$ cat src/rtl/fwp_pkg.sv
package fwp_pkg;
  typedef enum logic [2:0] {
    K_OTHER, K_RDSR, K_WREN, K_WRDI, K_WRSR, K_ADDR, K_CHIP
  } cmd_kind_e;

  localparam logic [7:0] OP_WRSR  = 8'h01;
  localparam logic [7:0] OP_PROG  = 8'h02;
  localparam logic [7:0] OP_WRDI  = 8'h04;
  localparam logic [7:0] OP_RDSR  = 8'h05;
  localparam logic [7:0] OP_WREN  = 8'h06;
  localparam logic [7:0] OP_SEC_A = 8'h20;
  localparam logic [7:0] OP_SEC_B = 8'hD7;
  localparam logic [7:0] OP_BLK   = 8'hD8;
  localparam logic [7:0] OP_CHP_A = 8'hC7;
  localparam logic [7:0] OP_CHP_B = 8'h60;
endpackage

$ cat src/rtl/fwp_decode.sv
module fwp_decode
  import fwp_pkg::*;
(
  input  logic [7:0] op,
  output cmd_kind_e  kind
);
  always_comb begin
    unique case (op)
      OP_RDSR:                    kind = K_RDSR;
      OP_WREN:                    kind = K_WREN;
      OP_WRDI:                    kind = K_WRDI;
      OP_WRSR:                    kind = K_WRSR;
      OP_PROG, OP_SEC_A,
      OP_SEC_B, OP_BLK:           kind = K_ADDR;
      OP_CHP_A, OP_CHP_B:         kind = K_CHIP;
      default:                    kind = K_OTHER;
    endcase
  end
endmodule

$ cat src/rtl/fwp_region.sv
module fwp_region #(
  parameter int ADDR_W = 17
) (
  input  logic [ADDR_W-1:0] addr,
  input  logic [1:0]        prot,
  output logic              hit
);
  localparam int Q_LSB = ADDR_W - 2;
  logic [1:0] quarter;
  assign quarter = addr[ADDR_W-1:Q_LSB];

  always_comb begin
    unique case (prot)
      2'b00: hit = 1'b0;
      2'b01: hit = (quarter == 2'b11);
      2'b10: hit = quarter[1];
      default: hit = 1'b1;
    endcase
  end
endmodule

$ cat src/rtl/fwp_status.sv
module fwp_status (
  input  logic       clk,
  input  logic       rst_n,
  input  logic       set_wel,
  input  logic       clr_wel,
  input  logic       load_sr,
  input  logic [7:0] sr_data,
  input  logic       start_wip,
  input  logic       eng_done,
  output logic       lock_q,
  output logic [2:0] prot_q,
  output logic       wel_q,
  output logic       wip_q
);
  always_ff @(posedge clk or negedge rst_n) begin
    if (!rst_n) begin
      lock_q <= 1'b0;
      prot_q <= '0;
      wel_q  <= 1'b0;
      wip_q  <= 1'b0;
    end else begin
      if (load_sr) begin
        lock_q <= sr_data[7];
        prot_q <= sr_data[4:2];
      end
      if (set_wel)   wel_q <= 1'b1;
      if (clr_wel)   wel_q <= 1'b0;
      if (start_wip) wip_q <= 1'b1;
      if (eng_done) begin
        wip_q <= 1'b0;
        wel_q <= 1'b0;
      end
    end
  end


  wip_clear_chk: assert property (@(posedge clk) disable iff (!rst_n)
    $fell(wip_q) |-> ($past(eng_done) && !wel_q));
endmodule

$ cat src/rtl/flash_wprot_ctrl.sv
module flash_wprot_ctrl
  import fwp_pkg::*;
#(
  parameter int ADDR_W = 17
) (
  input  logic              clk,
  input  logic              rst_n,
  input  logic              cmd_valid,
  input  logic [7:0]        cmd_op,
  input  logic [ADDR_W-1:0] cmd_addr,
  input  logic [7:0]        cmd_data,
  input  logic              cmd_aligned,
  input  logic              wp_n,
  input  logic              eng_done,
  output logic              grant,
  output logic              deny,
  output logic [7:0]        status
);
  cmd_kind_e  kind;
  logic       hit;
  logic       lock_q, wel_q, wip_q;
  logic [2:0] prot_q;
  logic       ok, take, is_wr;

  fwp_decode u_dec (.op(cmd_op), .kind(kind));

  fwp_region #(.ADDR_W(ADDR_W)) u_reg (
    .addr(cmd_addr), .prot(prot_q[1:0]), .hit(hit));

  assign is_wr = (kind == K_WRSR) || (kind == K_ADDR) || (kind == K_CHIP);

  always_comb begin
    unique case (kind)
      K_RDSR:  ok = 1'b1;
      K_WRSR:  ok = !wip_q && wel_q && cmd_aligned && !(lock_q && !wp_n);
      K_ADDR:  ok = !wip_q && wel_q && cmd_aligned && !hit;
      K_CHIP:  ok = !wip_q && wel_q && cmd_aligned && (prot_q == 3'b000);
      default: ok = !wip_q;
    endcase
  end

  assign take = cmd_valid && ok;

  fwp_status u_st (
    .clk(clk), .rst_n(rst_n),
    .set_wel(take && kind == K_WREN),
    .clr_wel(take && kind == K_WRDI),
    .load_sr(take && kind == K_WRSR),
    .sr_data(cmd_data),
    .start_wip(take && is_wr),
    .eng_done(eng_done),
    .lock_q(lock_q), .prot_q(prot_q), .wel_q(wel_q), .wip_q(wip_q));

  always_ff @(posedge clk or negedge rst_n) begin
    if (!rst_n) begin
      grant <= 1'b0;
      deny  <= 1'b0;
    end else begin
      grant <= take;
      deny  <= cmd_valid && !ok;
    end
  end

  assign status = {lock_q, 2'b00, prot_q, wel_q, wip_q};


  one_verdict_chk: assert property (@(posedge clk) disable iff (!rst_n)
    cmd_valid |=> (grant ^ deny));

  idle_quiet_chk: assert property (@(posedge clk) disable iff (!rst_n)
    !cmd_valid |=> (!grant && !deny));

  busy_deny_chk: assert property (@(posedge clk) disable iff (!rst_n)
    (cmd_valid && status[0] && cmd_op != OP_RDSR) |=> deny);

  wel_gate_chk: assert property (@(posedge clk) disable iff (!rst_n)
    (cmd_valid && is_wr && !status[1]) |=> deny);

  chip_prot_chk: assert property (@(posedge clk) disable iff (!rst_n)
    (cmd_valid && kind == K_CHIP && status[4:2] != 3'b000) |=> deny);

  deny_keep_chk: assert property (@(posedge clk) disable iff (!rst_n)
    (deny && !$past(eng_done)) |-> $stable(status));
endmodule

$ cat config.mk
export PLATFORM = sky130hd
export DESIGN_NAME = flash_wprot_ctrl
export DESIGN_NICKNAME = d
export VERILOG_FILES = /design/src/rtl/fwp_pkg.sv /design/src/rtl/fwp_decode.sv /design/src/rtl/fwp_region.sv /design/src/rtl/fwp_status.sv /design/src/rtl/flash_wprot_ctrl.sv
export SDC_FILE = /design/constraint.sdc
export NUM_CORES = 1
export LEC_CHECK = 0
export BUFFER_PORTS_ARGS = -buffer_cell sky130_fd_sc_hd__buf_2
export CAP_MARGIN = 20
export CORE_ASPECT_RATIO = 0.7
export CORE_MARGIN = 2
export CORE_UTILIZATION = 30
export DETAILED_ROUTE_END_ITERATION = 8
export PLACE_DENSITY = 0.63
export SLEW_MARGIN = 10
export SYNTH_ARGS = -nofsm -noshare
export SYNTH_HDL_FRONTEND = slang
export SYNTH_HIERARCHICAL = 1
export SYNTH_SLANG_ARGS = --single-unit
$ cat constraint.sdc
create_clock -name clk -period 2 [get_ports clk]
set_clock_uncertainty 0.05 [all_clocks]
set_input_delay 0.4 -clock clk [delete_from_list [all_inputs] [get_ports clk]]
set_output_delay 0.4 -clock clk [all_outputs]
set_load 0.02 [all_outputs]
-- Yosys cells after proc, flatten, opt, wreduce, memory -nomap -nowiden
Index checks and enable logic that the tools add are counted.
- flip-flop bits (word level): 8
- input bits: 39
- logic and storage cells: 58
- memories: 0
- latch bits: 0
- memory bits (writable): 0
- output and inout bits: 10
- bits in read-only memories: 0
- add/subtract/negate cells: 0
- div/mod/pow operators: 0
- muxes and demuxes: 8
- magnitude comparators: 0
- reduce and logical (&&, ||, !) cells: 25
- multiply operators: 0
- bitwise logic cells: 0
- shift operators: 0
- eq/ne operators: 19
- operators with widths (kind ; number):
    8-bit by 3-bit == test with 1-bit output, second input constant ; 3
    8-bit == test, second input constant ; 3
    3-bit one-hot mux with 6 select lines ; 1
    1-bit logical AND ; 12
    3-bit == test, second input constant ; 3
    8-bit by 1-bit == test with 1-bit output, second input constant ; 1
    8-bit by 2-bit == test with 1-bit output, second input constant ; 1
    8-bit by 6-bit == test with 1-bit output, second input constant ; 1
    8-bit by 7-bit == test with 1-bit output, second input constant ; 1
    3-bit by 2-bit == test with 1-bit output, second input constant ; 2
    1-bit zero test ; 5
    1-bit 2-to-1 mux ; 5
    2-bit == test, second input constant ; 2
    1-bit one-hot mux with 4 select lines ; 1
    4-bit OR reduction ; 1
    3-bit by 1-bit == test with 1-bit output, second input constant ; 1
    3-bit zero test ; 1
    1-bit one-hot mux with 3 select lines ; 1
    3-bit nonzero test ; 1
    2-bit by 1-bit == test with 1-bit output, second input constant ; 1
    2-bit zero test ; 1
    1-bit logical OR ; 2
    2-bit nonzero test ; 1
    2-bit OR reduction ; 1

-- Depth between registers and ports, before layout
- depth after elaboration: 10
- gate-level depth with buffers: 9
- mapped depth without buffers: 9

-- Modules after synthesis
Netlist, hierarchy kept.
- by module, submodules not included (module ; cells each ; times used ; area each (µm²)):
    flash_wprot_ctrl ; 29 ; 1 ; 236.5
    fwp_status ; 14 ; 1 ; 211.5
    fwp_decode ; 24 ; 1 ; 161.4
    fwp_region ; 3 ; 1 ; 13.8

-- Worst setup path before layout
No wires, ideal clock.
- path type: input-to-reg
- from: in cmd_op[6]
- to: reg u_st.lock_q
- slack: -0.528 ns
- required time: 1.825 ns
- setup time: 0.125 ns
- data arrival time: 2.354 ns
- stages on the path: 8
- path through: nand4_1 -> or4b_4 -> a21oi_2 -> a41o_1 -> and3b_1 -> nor3_2 -> and4_1 -> mux2_2
- longest elaborated chain between the ends: 7
- ends and longest elaborated chain (item ; RTL line ; source):
    from (decl) ; flash_wprot_ctrl.sv:9 ; input logic [7:0] cmd_op,
    8-bit by 2-bit == test with 1-bit output (tied with other cells) ; fwp_decode.sv:8 ; unique case (op)
    4-bit OR reduction or 2-bit OR reduction (tied branches) ; fwp_decode.sv:8 ;
    3-bit one-hot mux with 6 select lines * ; fwp_decode.sv:8 ;
    net kind[1] ; flash_wprot_ctrl.sv:19 ; cmd_kind_e kind;
    3-bit == test (tied with other cells) ; flash_wprot_ctrl.sv:33 ; unique case (kind)
    1-bit one-hot mux with 4 select lines ; flash_wprot_ctrl.sv:33 ;
    1-bit logical AND ; flash_wprot_ctrl.sv:42 ; assign take = cmd_valid && ok;
    1-bit logical AND * ; flash_wprot_ctrl.sv:48 ; .load_sr(take && kind == K_WRSR),
    to (signal assigned) ; fwp_status.sv:23 ; lock_q <= sr_data[7];
    to (decl) ; fwp_status.sv:10 ; output logic lock_q,
Mark *: on every way through the listed nets, which the timed path passes. The rest lies on a longest branch.
A chain may end at the register's enable or synchronous reset.

-- Final worst setup path
- from: in cmd_op[5]
- to: reg u_st.wip_q
- longest elaborated chain between the ends: 8
- ends and longest elaborated chain (item ; RTL line ; source):
    8-bit by 2-bit == test with 1-bit output (tied with other cells) ; fwp_decode.sv:8 ;
    4-bit OR reduction or 2-bit OR reduction (tied branches) ; fwp_decode.sv:8 ;
    3-bit one-hot mux with 6 select lines * ; fwp_decode.sv:8 ;
    net kind[0] ; flash_wprot_ctrl.sv:19 ;
    3-bit == test or 3-bit by 1-bit == test with 1-bit output (tied branches) ; flash_wprot_ctrl.sv:30, flash_wprot_ctrl.sv:33 ;
    1-bit one-hot mux with 4 select lines or 1-bit logical OR (tied branches) ; flash_wprot_ctrl.sv:33, flash_wprot_ctrl.sv:30 ;
    1-bit logical AND or 1-bit logical OR (tied branches) ; flash_wprot_ctrl.sv:42, flash_wprot_ctrl.sv:30 ;
    1-bit logical AND * ; flash_wprot_ctrl.sv:50 ; .start_wip(take && is_wr),
    2-bit nonzero test (no source line) * ; n/a ;
    to (signal assigned) ; fwp_status.sv:20 ; wip_q <= 1'b0;
    to (signal assigned) ; fwp_status.sv:28 ; if (start_wip) wip_q <= 1'b1;
    to (signal assigned) ; fwp_status.sv:30 ; wip_q <= 1'b0;
    to (decl) ; fwp_status.sv:13 ; output logic wip_q
Marks and branches as above.

==> metrics <==
CTS Sinks=8; clk_lat worst skew=260 ps; worst hold slack=262.3 ps; critical path type=in -> reg; Num CTS Buffers=3; final setup vio count=7; Hold Vio Cnt, Final=0; Max Clock Freq=452.5 MHz; clock root buffer=clkbuf_4; Synth Area in Simple Gates=34.54%; Metal-1 WL=861 µm; Buffers on Ports=27; Placed Cells=130; Yosys top cell area share=32.13%; post-route clock period utilization=110.5%; via count=709; Setup Total Neg Slack=-1216 ps; routed length on met2=852 µm; LEAKAGE=0.0005257 µW; Routed Wire Length=1810 µm; worst vdd ir=0.2838 mV; Die W=58.47 µm; area of the multi-input gates=429.2 µm²; CTS HTree Levels=1; final core utilization=52.73%; Synth Instances=70; vias in the first global route=684; share of layout cells above drive strength 1=53.91%; synth top area cells=dfrtp_1 (32%), mux2_2 (7.2%), buf_4 (6.0%), and4b_1 (4.8%), nor2_1 (4.8%); Die Span Y=42.13 µm; register area=200.2 µm²; crit path cell chain=buf_2 -> nor3_1 -> nand2_1 -> o41ai_2 -> o21bai_2 -> buf_4 -> and3b_1 -> nor3_2 -> buf_4 -> buf_4 -> and4_1 -> nor2_1 -> nor2_1; Crit path buffers/inverters=4; number of synthesis warnings=6; Nets=156; CTS tree=done; clk buf depth=2; Seq/Total Area, Yosys=32.13%; violated checks=setup timing; Synth Area in Adders=0%; Post-synth top cells=dfrtp_1 (8), nor2_1 (8), buf_4 (5); top sig layer=met4; Most common cell on crit path=buf_4; reg2reg setup slack=250 ps; final antenna-violating net count=0; Tmin final=2210 ps; initial antenna violation count=0; status=complete, but fails checks; Detailed Place HPWL=1379 µm; flops & latches, synth=8; RSZ-0062 raised after global routing=true; Synth Area in Compound Gates=14.66%; Yosys top cell by area=dfrtp_1; metal3 WL=88 µm; total chip power=384.2 µW; grt total ovfl=0; dominant synthesized flop cell=dfrtp_1; mux cell area share after synthesis=8.835%; CP Max Fanout=7; CP delay by family, top=simple AND/OR/NAND/NOR gates; Hold Crit Class=in -> reg; Area Growth Syn to Fin=61.04%; largest net degree at the start of global routing=9; drt pass-1 iters=4; Worst Path Required=2100 ps; crit path capture type=flip-flop; Final WS setup=-209.9 ps; Post-Syn Area=623.1 µm²; Post-synth EDFFs=0; Cell variety after synth=32; Synth Area per Inst=8.901 µm²; asr flop ratio synth=100.0%; Slew Limit Fails=0; Core Area=1903 µm²; Largest stage delay, worst path=260 ps; largest family of logic cells by synthesized area=simple AND/OR/NAND/NOR gates; gpl congestion=0.8155; Critical Path Start Type=primary input; Initial Utilization=32.74%; global-route wire length before repair=2980 µm; number of max-cap violations=0; vias per cell=5.175; Finished Layout Cells=137; # IOs=49; CTS clk-pin slew, worst paths=60 ps; XOR/XNOR share of the synthesized area=1.406%; post-route DRC violation count=0; die area=2463 µm²; drt wl/cell=13.21 µm; CP max-delay cell=nor3_1; CP Data Arrival Time=2310 ps; DR iter-0 viols=22; P per Cell Area=382.9 nW/µm²; total track usage=15.84%; diodes inserted=0; Rows=13; Fillers=157
[final timing paths]
check,startpoint,to,cells past startpoint
worst min-delay path,eng_done,u_st/wip_q,2
worst max register to register,u_st/prot_q[0],u_st/prot_q[1],6
min in group asynchronous,rst_n,grant,2
worst max-delay path,cmd_op[5],u_st/wip_q,13
max in group asynchronous,rst_n,u_st/prot_q[0],2
worst min register to register,u_st/prot_q[2],u_st/prot_q[2],1
[stage by stage]
stage          instance area (µm²)  worst slack [ps]
2_1_floorplan                644.4            -406.0
3_3_place_gp                 882.1            -497.1
3_5_place_dp                 882.1            -514.0
4_1_cts                      973.4            -175.7
5_1_grt                       1003            -296.1
6_report                      1003            -209.9
[layout by cell type (no fill, tap or decap), types with 2 or more instances in the layout]
cell type	Yosys	layout
inv_1	3	3
a211oi_1	2	2
buf_2	0	23
conb_1	1	2
nor3_2	1	2
and4b_1	3	3
buf_8	0	2
nand2_1	4	4
buf_4	5	18
clkbuf_4	0	3
mux2_4	0	4
nor3_1	4	3
nor2_1	8	8
dfrtp_1	8	8
a21oi_1	2	2
nand4_1	2	2
buf_6	0	2
or3_1	2	2
nor4b_1	2	2
[state kept, by name, summed over array words and instances, names as in the netlist]
signal,flops
u_st/prot_q,3
deny,1
grant,1
u_st/lock_q,1
u_st/wel_q,1
u_st/wip_q,1
[power breakdown]
group          total, µW  internal [µW]  switching, µW
Clock                126           68.9           57.6
Combinational       93.3           49.7           43.6
Sequential           164            164          0.647
[metal layers]
metal / track usage, % / up-vias
met2: 25.39 / 18
met1: 20.45 / 339
met5: 0 / -
met4: 4.186 / 0
met3: 4.938 / 2
li1: - / 350
[cell families (layout without fill, tap and decap cells)]
group | Yosys count | count (layout)
buf+inv | 8 | 52
simple gates | 34 | 34
mux | 5 | 5
compound gates | 13 | 13
xor+xnor | 1 | 1
flops | 8 | 8
other cells | 1 | 2
[final cells by class]
| cell class | count | area share (%) |
|---|---|---|
| multi-input combinational | 55 | 42.77 |
| timing repair buffer | 46 | 31.17 |
| sequential | 8 | 19.95 |
| tap | 22 | 2.743 |
| clock buffer | 3 | 2.244 |
| inverter | 3 | 1.122 |
[repair_timing]
item / in CTS / in global routing
hold endpoints to repair: 8 / 0
pin swaps: 1 / 1
cloned: 0 / 0
setup endpoints to repair: 7 / 8
setup buffers: 2 / 1
hold buffers: 1 / 0
resized for setup: 11 / 4
(Power assumes the default switching activity.)
